**src/rtl/spi_irq_pkg.sv**
```systemverilog
package spi_irq_pkg;

  localparam int REG_W  = 7;
  localparam int ADDR_W = 3;

  localparam int B_MODF   = 1;
  localparam int B_TXLOW  = 2;
  localparam int B_TXFULL = 3;
  localparam int B_RXNE   = 4;

  localparam logic [REG_W-1:0] IMPL_MASK =
      REG_W'((1 << B_MODF) | (1 << B_TXLOW) | (1 << B_TXFULL) | (1 << B_RXNE));
  localparam logic [REG_W-1:0] LIVE_MASK = REG_W'(1 << B_RXNE);

  typedef enum logic [ADDR_W-1:0] {
    IDX_STATUS = 3'd0,
    IDX_MSET   = 3'd1,
    IDX_MCLR   = 3'd2,
    IDX_MVIEW  = 3'd3,
    IDX_WMARK  = 3'd4
  } reg_idx_e;

  typedef struct packed {
    logic [REG_W-1:0] st_clr;
    logic [REG_W-1:0] mk_set;
    logic [REG_W-1:0] mk_clr;
  } wr_cmd_t;

endpackage

```
**src/rtl/spi_irq_event_gen.sv**
```systemverilog
module spi_irq_event_gen
  import spi_irq_pkg::*;
#(
  parameter int DEPTH = 128,
  parameter int LVL_W = $clog2(DEPTH + 1)
) (
  input  logic [LVL_W-1:0] tx_level,
  input  logic [LVL_W-1:0] rx_level,
  input  logic             mode_fault,
  input  logic [LVL_W-1:0] wmark,
  output logic [REG_W-1:0] events
);

  localparam logic [LVL_W-1:0] FULL_LVL = LVL_W'(DEPTH);

  // Event vector in the shared status layout; unused positions stay 0.
  always_comb begin
    events           = '0;
    events[B_MODF]   = mode_fault;
    events[B_TXLOW]  = (tx_level < wmark);
    events[B_TXFULL] = (tx_level == FULL_LVL);
    events[B_RXNE]   = (rx_level != '0);
  end

endmodule

```
**src/rtl/spi_irq_status.sv**
```systemverilog
module spi_irq_status
  import spi_irq_pkg::*;
#(
  parameter logic [REG_W-1:0] IMPL = IMPL_MASK,
  parameter logic [REG_W-1:0] LIVE = LIVE_MASK
) (
  input  logic             clk,
  input  logic             rst_n,
  input  logic [REG_W-1:0] events,
  input  logic [REG_W-1:0] clr,
  output logic [REG_W-1:0] status
);

  for (genvar i = 0; i < REG_W; i++) begin : g_bit
    if (!IMPL[i]) begin : g_none
      assign status[i] = 1'b0;
    end else if (LIVE[i]) begin : g_live
      // Level-type bit: mirrors its condition, a clear has no lasting effect.
      logic bit_q;
      always_ff @(posedge clk or negedge rst_n) begin
        if (!rst_n) bit_q <= 1'b0;
        else        bit_q <= events[i];
      end
      assign status[i] = bit_q;

      p_live_follow_r7: assert property (@(posedge clk) disable iff (!rst_n)
        1'b1 |=> (status[i] == $past(events[i])));
    end else begin : g_sticky
      // Sticky bit: set by its event, cleared by a written one; event wins.
      logic bit_q;
      always_ff @(posedge clk or negedge rst_n) begin
        if (!rst_n) bit_q <= 1'b0;
        else        bit_q <= events[i] | (bit_q & ~clr[i]);
      end
      assign status[i] = bit_q;

      p_event_wins_r6: assert property (@(posedge clk) disable iff (!rst_n)
        events[i] |=> status[i]);
      p_w1c_clears_r5: assert property (@(posedge clk) disable iff (!rst_n)
        (clr[i] && !events[i]) |=> !status[i]);
      p_sticky_hold_r5: assert property (@(posedge clk) disable iff (!rst_n)
        (!clr[i] && !events[i]) |=> $stable(status[i]));
    end
  end

endmodule

```
**src/rtl/spi_irq_mask.sv**
```systemverilog
module spi_irq_mask
  import spi_irq_pkg::*;
#(
  parameter logic [REG_W-1:0] IMPL = IMPL_MASK
) (
  input  logic             clk,
  input  logic             rst_n,
  input  logic [REG_W-1:0] set_bits,
  input  logic [REG_W-1:0] clr_bits,
  output logic [REG_W-1:0] mask
);

  logic [REG_W-1:0] mask_q;

  // Set and clear come from different indices and never coincide;
  // clear is applied last should both ever be non-zero.
  always_ff @(posedge clk or negedge rst_n) begin
    if (!rst_n) mask_q <= '0;
    else        mask_q <= ((mask_q | set_bits) & ~clr_bits) & IMPL;
  end

  assign mask = mask_q;

  p_mask_set_r3: assert property (@(posedge clk) disable iff (!rst_n)
    (clr_bits == '0) |=> ((mask & $past(set_bits & IMPL)) == $past(set_bits & IMPL)));
  p_mask_clr_r4: assert property (@(posedge clk) disable iff (!rst_n)
    (clr_bits != '0) |=> ((mask & $past(clr_bits)) == '0));
  p_mask_hold_r3: assert property (@(posedge clk) disable iff (!rst_n)
    (set_bits == '0 && clr_bits == '0) |=> $stable(mask));

endmodule

```
**src/rtl/spi_irq_regif.sv**
```systemverilog
module spi_irq_regif
  import spi_irq_pkg::*;
#(
  parameter int LVL_W  = 8,
  parameter int DATA_W = 8
) (
  input  logic              clk,
  input  logic              rst_n,
  input  logic              wr_en,
  input  logic [ADDR_W-1:0] wr_addr,
  input  logic [DATA_W-1:0] wr_data,
  input  logic [ADDR_W-1:0] rd_addr,
  input  logic [REG_W-1:0]  status,
  input  logic [REG_W-1:0]  mask,
  output wr_cmd_t           cmd,
  output logic [LVL_W-1:0]  wmark,
  output logic [DATA_W-1:0] rd_data
);

  localparam logic [LVL_W-1:0] WM_RESET = LVL_W'(1);

  logic [LVL_W-1:0] wm_q;
  logic [REG_W-1:0] wbits;

  assign wbits = wr_data[REG_W-1:0] & IMPL_MASK;

  always_comb begin
    cmd = '0;
    if (wr_en) begin
      unique case (wr_addr)
        IDX_STATUS: cmd.st_clr = wbits;
        IDX_MSET:   cmd.mk_set = wbits;
        IDX_MCLR:   cmd.mk_clr = wbits;
        default:    cmd = '0;
      endcase
    end
  end

  always_ff @(posedge clk or negedge rst_n) begin
    if (!rst_n)                                wm_q <= WM_RESET;
    else if (wr_en && wr_addr == IDX_WMARK)   wm_q <= wr_data[LVL_W-1:0];
  end

  assign wmark = wm_q;

  // Side-effect-free read mux; write-only indices read as zero.
  always_comb begin
    rd_data = '0;
    unique case (rd_addr)
      IDX_STATUS: rd_data = DATA_W'(status);
      IDX_MVIEW:  rd_data = DATA_W'(mask);
      IDX_WMARK:  rd_data = DATA_W'(wm_q);
      default:    rd_data = '0;
    endcase
  end

  p_wo_reads_zero_r3: assert property (@(posedge clk) disable iff (!rst_n)
    (rd_addr == IDX_MSET || rd_addr == IDX_MCLR) |-> (rd_data == '0));
  p_wm_write_r8: assert property (@(posedge clk) disable iff (!rst_n)
    (wr_en && wr_addr == IDX_WMARK) |=> (wmark == $past(wr_data[LVL_W-1:0])));

endmodule

```
**src/rtl/spi_irq_bank.sv**
```systemverilog
module spi_irq_bank
  import spi_irq_pkg::*;
#(
  parameter int DEPTH  = 128,
  parameter int LVL_W  = $clog2(DEPTH + 1),
  parameter int DATA_W = 8
) (
  input  logic              clk,
  input  logic              rst_n,
  input  logic              wr_en,
  input  logic [ADDR_W-1:0] wr_addr,
  input  logic [DATA_W-1:0] wr_data,
  input  logic [ADDR_W-1:0] rd_addr,
  output logic [DATA_W-1:0] rd_data,
  input  logic [LVL_W-1:0]  tx_level,
  input  logic [LVL_W-1:0]  rx_level,
  input  logic              mode_fault,
  output logic              irq
);

  wr_cmd_t          cmd;
  logic [LVL_W-1:0] wmark;
  logic [REG_W-1:0] events;
  logic [REG_W-1:0] status;
  logic [REG_W-1:0] mask;
  logic             irq_q;

  spi_irq_regif #(.LVL_W(LVL_W), .DATA_W(DATA_W)) u_regif (
    .clk     (clk),
    .rst_n   (rst_n),
    .wr_en   (wr_en),
    .wr_addr (wr_addr),
    .wr_data (wr_data),
    .rd_addr (rd_addr),
    .status  (status),
    .mask    (mask),
    .cmd     (cmd),
    .wmark   (wmark),
    .rd_data (rd_data)
  );

  spi_irq_event_gen #(.DEPTH(DEPTH), .LVL_W(LVL_W)) u_events (
    .tx_level   (tx_level),
    .rx_level   (rx_level),
    .mode_fault (mode_fault),
    .wmark      (wmark),
    .events     (events)
  );

  spi_irq_status #(.IMPL(IMPL_MASK), .LIVE(LIVE_MASK)) u_status (
    .clk    (clk),
    .rst_n  (rst_n),
    .events (events),
    .clr    (cmd.st_clr),
    .status (status)
  );

  spi_irq_mask #(.IMPL(IMPL_MASK)) u_mask (
    .clk      (clk),
    .rst_n    (rst_n),
    .set_bits (cmd.mk_set),
    .clr_bits (cmd.mk_clr),
    .mask     (mask)
  );

  always_ff @(posedge clk or negedge rst_n) begin
    if (!rst_n) irq_q <= 1'b0;
    else        irq_q <= |(status & mask);
  end

  assign irq = irq_q;

  p_irq_rise_r10: assert property (@(posedge clk) disable iff (!rst_n)
    $rose(irq) |-> ($past(status & mask) != '0));
  p_irq_quiet_r10: assert property (@(posedge clk) disable iff (!rst_n)
    (mask == '0) |=> !irq);
  p_full_event_r9: assert property (@(posedge clk) disable iff (!rst_n)
    (tx_level == LVL_W'(DEPTH)) |=> status[B_TXFULL]);
  p_low_event_r8: assert property (@(posedge clk) disable iff (!rst_n)
    (tx_level < wmark) |=> status[B_TXLOW]);
  p_unused_zero_r2: assert property (@(posedge clk) disable iff (!rst_n)
    ((status | mask) & ~IMPL_MASK) == '0);

endmodule

```
**config.mk**
```make
export PLATFORM = sky130hd
export DESIGN_NAME = spi_irq_bank
export DESIGN_NICKNAME = d
export VERILOG_FILES = /design/src/rtl/spi_irq_pkg.sv /design/src/rtl/spi_irq_event_gen.sv /design/src/rtl/spi_irq_status.sv /design/src/rtl/spi_irq_mask.sv /design/src/rtl/spi_irq_regif.sv /design/src/rtl/spi_irq_bank.sv
export SDC_FILE = /design/constraint.sdc
export NUM_CORES = 1
export LEC_CHECK = 0
export ABC_AREA = 1
export CAP_MARGIN = 20
export CORE_MARGIN = 8
export CORE_UTILIZATION = 42
export CTS_CLUSTER_DIAMETER = 40
export DETAILED_ROUTE_END_ITERATION = 16
export GPL_TIMING_DRIVEN = 0
export PLACE_DENSITY_LB_ADDON = 0.15
export RECOVER_POWER = 50
export SKIP_CTS_REPAIR_TIMING = 1
export SLEW_MARGIN = 30
export SYNTH_ARGS = -nofsm -noshare
export SYNTH_HDL_FRONTEND = slang
export SYNTH_SLANG_ARGS = --single-unit
```
**constraint.sdc**
```tcl
create_clock -name clk -period 1.5 [get_ports clk]
set_clock_uncertainty 0.2 [all_clocks]
set_input_delay 0.15 -clock clk [delete_from_list [all_inputs] [get_ports clk]]
set_output_delay 0.15 -clock clk [all_outputs]
set_load 0.01 [all_outputs]
```
==> results.py, run 1 <==
metrics = {
    "pwr": {
        "total_leakage_power_uw": 0.000827,
        "vdd_drop_max_mv": 0.630,
        "power_density_nw_per_um2": 802,
    },
    "synth": {
        "synthMuxAreaShare_pct": 0,
        "synth.area.top_cells": "dfrtp_1, nand2_1, inv_1",
        "syn_inst": 135,
        "synthAdderAreaFrac_pct": 8.35,
        "syn_nets": 176,
        "synth_area_sq_um": 1050,
        "yosysWarnings": 0,
        "synthXorXnorAreaFrac_pct": 0,
        "yosys_most_used_dff": "dfrtp_1",
        "yosys.area_share.simple_pct": 24.0,
        "synth.most_common_cell": "nand2_1",
        "synth_top_cell_area_share_pct": 38.2,
        "yosysSeqAreaShare_pct": 40.7,
        "synthTopCellsByCount": "nand2_1, inv_1, dfrtp_1",
        "synth_seq_cells": 17,
        "yosysUniqueCellTypes": 19,
        "synth_compound_area_share_pct": 16.9,
        "async_flop_share_pct": 100,
        "avgSynthCellArea_sq_um": 7.77,
        "synth-edff-count": 0,
        "synth_top_cell_by_area": "dfrtp_1",
        "synth_top_family_by_area": "simple AND/OR/NAND/NOR gates",
    },
    "clocking": {
        "cts_tree": "done",
        "clock_path_buffers": 2,
        "clk_pin_slew_ps": 110,
        "cts-root-buf": "clkbuf_4",
        "htree_levels": 1,
        "cts_buffers": 3,
        "numClockSinks": 17,
        "clock_latency_ps": 290,
    },
    "floorplanning": {
        "dieWidth_um": 66.0,
        "num_rows": 18,
        "die-area_sq_um": 4350,
        "fp.dieH_um": 66.0,
        "num_io_pins": 43,
        "start_util_pct": 43.1,
        "core_area_sq_um": 2430,
    },
    "sta": {
        "finalHoldViolations": 0,
        "setup_tns_ps": 0,
        "tightest_slew_ps": 764,
        "slew_violations": 0,
        "min_period_ps": 1430,
        "setup-violations-final": 0,
        "post-route-period-util_pct": 95.2,
        "max_freq_mhz": 700,
        "slew_headroom_pct": 48.9,
    },
    "critical_path": {
        "cp_max_fo": 2,
        "reg2reg_slack_ps": 120,
        "path_buf_inv": 2,
        "endpoint_kind": "output port",
        "slowest_stage": "dfstp_2",
        "start_kind": "flop",
        "timing.rr.start": "u_regif.wmark[7]",
        "crit_cells": 3,
        "worst-r2r-cell-count": 6,
        "cpPeakStageDelay_ps": 550,
        "critPathLaunch": "u_regif.wmark[0]",
        "worstSetupPathType": "reg2out",
        "crit_end": "rd_data[0]",
        "required_ps": 1150,
        "cp_cell_sequence": "inv_2 > nor2_1 > buf_2",
        "r2r-end": "u_status.g_bit[2].g_sticky.bit_q",
        "path_delay_family": "flip-flops",
        "arrival_ps": 1080,
    },
    "final_layout": {
        "fin_util_pct": 64.6,
        "instances_no_fill": 212,
        "diodes": 0,
        "drive_gt1_share_pct": 16.5,
        "area_growth_pct": 49.8,
        "nets": 224,
    },
    "flow_run": {
        "max-cap-violations": 0,
    },
    "global_routing": {
        "grt_pass1_wl_mm": 4.67,
        "grt_usage_pct": 13.3,
        "grt_pass1_vias": 1083,
        "overflow": 0,
        "grt_max_degree": 18,
        "antenna_found_initial": 0,
    },
    "placement": {
        "dp_cells": 207,
        "hpwl_mm": 2.37,
        "numPortBuffers": 42,
        "place_congestion": 0.821,
    },
    "routing": {
        "first_pass_iters": 4,
        "ant_nets": 0,
        "drcViolationCount": 0,
        "via_per_inst": 4.93,
        "wirelength_mm": 2.83,
        "first_iter_violations": 48,
        "wire_per_inst_um": 13.4,
        "vias": 1046,
    },
    "outcome": {
        "status": "finished, final reports clean",
    },
    "worst_hold_path": {
        "hold_path.class": "in2async",
    },
}
-- placed cells by master (no fill, tap or decap), types with 5 or more instances in the layout --
| cell | netlist | final |
|---|---|---|
| ha_1 | 7 | 7 |
| inv_1 | 25 | 21 |
| clkdlybuf4s50_1 | 0 | 28 |
| dlymetal6s2s_1 | 0 | 6 |
| a21oi_1 | 11 | 10 |
| nand2_1 | 37 | 37 |
| a21oi_2 | 4 | 5 |
| dfrtp_1 | 16 | 16 |
| nor2_1 | 10 | 10 |
-- cell type report --
cell class,count,area (sq um)
timing repair buffer,43,418
buffer,1,11.3
inverter,25,93.8
sequential,17,427
fill,217,862
clock inverter,1,5.00
multi-input combinational,92,556
tap,30,37.5
clock buffer,3,22.5
-- kinds of logic after synthesis --
family | count (synthesis)
AOI/OAI and AO/OA | 27
adders and majority gates | 7
buffers and inverters | 26
DFF | 17
and+or+nand+nor | 58
-- flip-flops by register name, summed over array words and instances (netlist names) --
name                           flops
irq                                1
u_mask.mask                        4
u_regif.wmark                      8
u_status.g_bit.g_live.bit_q        1
u_status.g_bit.g_sticky.bit_q      3
-- metal layers --
layer | track usage (%) | routed length, um | vias to the layer above
met3 | 4.58 | 209 | 4
met4 | 4.00 | 34 | 0
met2 | 22.9 | 1380 | 32
li1 | - | - | 529
met1 | 15.0 | 1210 | 481
met5 | 0 | 0 | -
-- power breakdown --
group / total (uW) / internal (uW) / leakage [uW] / switching, uW
combinational: 435 / 215 / 0.000618 / 220
clock: 246 / 99.1 / 0.0000177 / 147
sequential: 578 / 536 / 0.000191 / 42.3
total: 1260 / 850 / 0.000827 / 409
-- through the flow --
step	total power (uW)	worst slack, ps	area [sq um]	hold slack [ps]
after CTS	1260	-756	1530	119
final	1260	71.7	1570	163
after global placement	1000	-672	1510	267
after global routing	1350	-10.5	1570	206
after floorplan	806	221	1050	-346
after detailed placement	1020	-751	1510	272
-- worst min path at each step --
stage	cells past startpoint	to	startpoint
finish	1	u_status.g_bit[4].g_live.bit_q	rst_n
global route	1	u_regif.wmark[7]	rst_n
CTS	1	u_status.g_bit[4].g_live.bit_q	rst_n
detailed placement	2	u_regif.wmark[3]	u_regif.wmark[3]
global placement	2	u_regif.wmark[1]	u_regif.wmark[1]
floorplan	0	irq	rst_n
(Power assumes the default switching activity.)
==> run 2: changes to the inputs <==
--- a/config.mk
+++ b/config.mk
@@ -12,7 +12,7 @@
 export CTS_CLUSTER_DIAMETER = 40
 export DETAILED_ROUTE_END_ITERATION = 16
 export GPL_TIMING_DRIVEN = 0
-export PLACE_DENSITY_LB_ADDON = 0.15
+export PLACE_DENSITY = 0.79
 export RECOVER_POWER = 50
 export SKIP_CTS_REPAIR_TIMING = 1
 export SLEW_MARGIN = 30
==> results.py, run 2 (synthesis gave the netlist of run 1 again) <==
metrics = {
    "global_routing": {
        "overflow": 0,
        "grt_usage_pct": 12.8,
        "grt_max_degree": 18,
        "grt_pass1_vias": 1097,
        "grt_pass1_wl_mm": 4.55,
        "antenna_found_initial": 0,
    },
    "clocking": {
        "numClockSinks": 17,
        "clock_latency_ps": 280,
        "htree_levels": 1,
        "cts_tree": "done",
        "cts-root-buf": "clkbuf_4",
        "clock_path_buffers": 2,
        "cts_buffers": 3,
        "clk_pin_slew_ps": 90,
    },
    "final_layout": {
        "layout_common_cells": "nand2_1, clkdlybuf4s50_1, inv_1",
        "diodes": 0,
        "multiInputGateArea_sq_um": 567,
        "area_growth_pct": 51.4,
        "final_cell_area_sq_um": 1590,
        "n_fill_cell": 204,
        "final_common_cell": "nand2_1",
        "final-seq-area_sq_um": 427,
        "nets": 224,
        "largest_register_ffs": 8,
        "instances_no_fill": 212,
        "drive_gt1_share_pct": 15.4,
    },
    "routing": {
        "via_per_inst": 5.00,
        "wirelength_mm": 2.83,
        "first_iter_violations": 58,
        "drcViolationCount": 0,
        "ant_nets": 0,
        "vias": 1061,
        "first_pass_iters": 4,
        "wire_per_inst_um": 13.3,
    },
    "sta": {
        "slew_headroom_pct": 51.1,
        "post-route-period-util_pct": 94.9,
        "finalHoldViolations": 0,
        "tightest_slew_ps": 731,
        "max_freq_mhz": 703,
        "setup-violations-final": 0,
        "setup_ws_ps": 76.7,
        "min_period_ps": 1420,
        "slew_violations": 0,
    },
    "critical_path": {
        "endpoint_kind": "output port",
        "start_kind": "flop",
        "worst-r2r-cell-count": 6,
        "worstSetupPathType": "reg2out",
        "arrival_ps": 1070,
        "cp_max_fo": 2,
        "required_ps": 1150,
    },
    "floorplanning": {
        "fp.dieH_um": 66.0,
        "start_util_pct": 43.1,
        "num_io_pins": 43,
        "num_rows": 18,
        "core_area_sq_um": 2430,
        "dieWidth_um": 66.0,
        "die-area_sq_um": 4350,
    },
    "placement": {
        "dp_cells": 207,
        "numPortBuffers": 42,
        "place_congestion": 0.771,
        "hpwl_mm": 2.37,
        "pre_cts_ws_ps": -705,
        "dpl_cell_area_sq_um": 1510,
    },
    "pwr": {
        "vdd_drop_max_mv": 0.533,
        "total_leakage_power_uw": 0.000839,
        "power_density_nw_per_um2": 795,
        "fin_total_pwr_uw": 1260,
    },
    "flow_run": {
        "max-cap-violations": 0,
    },
    "worst_hold_path": {
        "hold_path.class": "in2async",
    },
    "outcome": {
        "status": "finished, final reports clean",
    },
}
run 2: power by group:
group          internal, uW  switching (uW)  leakage (uW)
logic                   221             226      0.000633
registers               536            46.5      0.000191
clock network           103             129     0.0000150
total                   860             402      0.000839
run 2: final timing paths:
kind                                        from                               end  slack, ps
worst max-delay path            u_regif.wmark[4]                        rd_data[4]         80
worst min register to register  u_regif.wmark[0]                  u_regif.wmark[0]        290
min in group clk                      mode_fault  u_status.g_bit[1].g_sticky.bit_q        180
max in group asynchronous                  rst_n                  u_regif.wmark[3]        480
worst max register to register  u_regif.wmark[5]  u_status.g_bit[2].g_sticky.bit_q        100
worst min-delay path                       rst_n  u_status.g_bit[1].g_sticky.bit_q        160
run 2: final cells by class:
cell class | count | area share, %
tap | 30 | 2.36
sequential | 17 | 26.9
inverter | 25 | 5.91
multi-input combinational | 92 | 35.7
timing repair buffer | 43 | 26.8
clock buffer | 4 | 1.65
buffer | 1 | 0.709
run 2: stage by stage:
stage	TNS [ps]	utilization, %	hold slack [ps]
after floorplan	0	-	-346
after global placement	-4590	61.9	270
after detailed placement	-5130	61.9	276
after CTS	-4860	63.0	108
after global routing	-7.35	65.3	202
final	0	65.3	160
run 2: worst max-delay path: stages, from the launching register on:
cell	delay [ps]
dfrtp_1	380
inv_1	90
o211ai_1	170
buf_2	160
run 2: layer usage:
metal  routed length [um]  track usage, %  vias up
met4                   27            4.53        0
met3                  129            2.88        4
met1                 1220            14.0      498
li1                     -               -      529
met2                 1450            23.6       30
met5                    0               0        -
==> run 3: changes to the inputs <==
--- a/config.mk
+++ b/config.mk
@@ -7,12 +7,12 @@
 export LEC_CHECK = 0
 export ABC_AREA = 1
 export CAP_MARGIN = 20
-export CORE_MARGIN = 8
-export CORE_UTILIZATION = 42
+export CORE_MARGIN = 3
+export CORE_UTILIZATION = 45
 export CTS_CLUSTER_DIAMETER = 40
 export DETAILED_ROUTE_END_ITERATION = 16
 export GPL_TIMING_DRIVEN = 0
-export PLACE_DENSITY = 0.79
+export PLACE_DENSITY = 0.83
 export RECOVER_POWER = 50
 export SKIP_CTS_REPAIR_TIMING = 1
 export SLEW_MARGIN = 30
==> constraint.sdc (replaced) <==
create_clock -name clk -period 1.8 [get_ports clk]
set_clock_uncertainty 0.2 [all_clocks]
set_input_delay 0.18 -clock clk [delete_from_list [all_inputs] [get_ports clk]]
set_output_delay 0.18 -clock clk [all_outputs]
set_load 0.01 [all_outputs]
==> results.py, run 3 (synthesis gave the netlist of run 1 again) <==
metrics = {
    "outcome": {
        "status": "finished, final reports clean",
    },
    "final_layout": {
        "final_common_cell": "nand2_1",
        "diodes": 0,
        "largest_register_ffs": 8,
        "layout_common_cells": "nand2_1, clkdlybuf4s50_1, inv_1",
        "drive_gt1_share_pct": 11.6,
        "area_growth_pct": 49.9,
        "multiInputGateArea_sq_um": 549,
        "nets": 223,
        "final-seq-area_sq_um": 427,
        "n_fill_cell": 153,
    },
    "clocking": {
        "htree_levels": 1,
        "numClockSinks": 17,
        "clock_path_buffers": 2,
        "clk_pin_slew_ps": 100,
        "cts-root-buf": "clkbuf_4",
        "cts_buffers": 3,
        "clock_latency_ps": 290,
        "cts_tree": "done",
    },
    "sta": {
        "max_freq_mhz": 584,
        "slew_headroom_pct": 49.8,
        "fin_hold_ws_ps": 191,
        "post-route-period-util_pct": 95.2,
        "min_period_ps": 1710,
        "finalHoldViolations": 0,
        "tightest_slew_ps": 751,
        "rsz0062_at_grt": "false",
        "setup-violations-final": 0,
        "setup_tns_ps": 0,
        "slew_violations": 0,
    },
    "floorplanning": {
        "fp.dieH_um": 54.3,
        "start_util_pct": 50.4,
        "die-area_sq_um": 2950,
        "num_rows": 16,
        "dieWidth_um": 54.3,
        "core_area_sq_um": 2080,
        "num_io_pins": 43,
    },
    "placement": {
        "numPortBuffers": 42,
        "place_congestion": 0.775,
        "hpwl_mm": 2.34,
    },
    "routing": {
        "ant_nets": 0,
        "first_iter_violations": 12,
        "wirelength_mm": 2.80,
        "wire_per_inst_um": 13.4,
        "drcViolationCount": 0,
        "vias": 1101,
        "first_pass_iters": 4,
        "via_per_inst": 5.29,
    },
    "pwr": {
        "power_density_nw_per_um2": 671,
        "vdd_drop_max_mv": 0.506,
        "total_leakage_power_uw": 0.000856,
        "fin_total_pwr_uw": 1050,
    },
    "critical_path": {
        "start_kind": "primary input",
        "endpoint_kind": "output port",
        "worst-r2r-cell-count": 6,
        "arrival_ps": 1330,
        "required_ps": 1420,
        "worstSetupPathType": "in2out",
        "cp_max_fo": 4,
    },
    "worst_hold_path": {
        "hold_path.class": "in2async",
    },
    "global_routing": {
        "grt-busiest-layer": "met2",
        "grt_pass1_wl_mm": 4.38,
        "use_met1_pct": 23.8,
        "grt_pass1_vias": 1064,
        "overflow": 0,
        "grt_usage_pct": 21.0,
        "antenna_found_initial": 0,
        "grt_max_degree": 18,
        "gr-usage-met2_pct": 38.2,
        "globalRouteMet3Util_pct": 3.54,
    },
    "flow_run": {
        "max-cap-violations": 0,
    },
}
run 3: cell types whose count changed in the layout (fill, tap and decap cells not counted), sizes merged:
cell,delta
buf,-4
clkbuf,+1
clkdlybuf4s25,-1
clkdlybuf4s50,+1
dlygate4sd3,+1
dlymetal6s2s,+1
run 3: critical path: stages:
cell and delay (ps):
clkdlybuf4s50_1 550, inv_2 90, nor3_4 170, nand2_1 80, o211ai_1 90, dlymetal6s2s_1 190
run 3: path summary, 6_finish.rpt:
| path | startpoint | to | slack (ps) |
|---|---|---|---|
| max reg2reg | u_regif.wmark[7] | u_status.g_bit[2].g_sticky.bit_q | 350 |
| max | rd_addr[1] | rd_data[2] | 90 |
| max in group asynchronous | rst_n | u_regif.wmark[7] | 740 |
| min in group clk | mode_fault | u_status.g_bit[1].g_sticky.bit_q | 210 |
| min reg2reg | u_regif.wmark[1] | u_regif.wmark[1] | 290 |
| min | rst_n | irq | 190 |
run 3: per-layer routing:
metal,vias to the layer above,share of wire [%]
met4,0,2.0
met5,-,0
met1,522,41
met3,8,5.5
met2,42,51
li1,529,-
run 3: cell type report:
type	count	share of cell area (%)
Sequential cell	17	27.1
Tap cell	27	2.15
Multi-Input combinational cell	92	35.0
Timing Repair Buffer	42	27.4
Inverter	25	5.97
Buffer	1	0.717
Clock buffer	4	1.67
run 3: report_power, final:
part	total (uW)	switching [uW]	internal, uW
sequential	484	37.3	447
clock	205	119	86.1
combinational	366	188	178
run 3: per-stage QoR:
stage	utilization [%]	instances	area (sq um)	worst slack (ps)
finish	75.5	208	1570	86.4
global route	75.5	208	1570	21.6
CTS	73.4	208	1530	-411
detailed placement	72.2	204	1500	-413
global placement	72.2	204	1500	-377
floorplan	-	135	1050	521
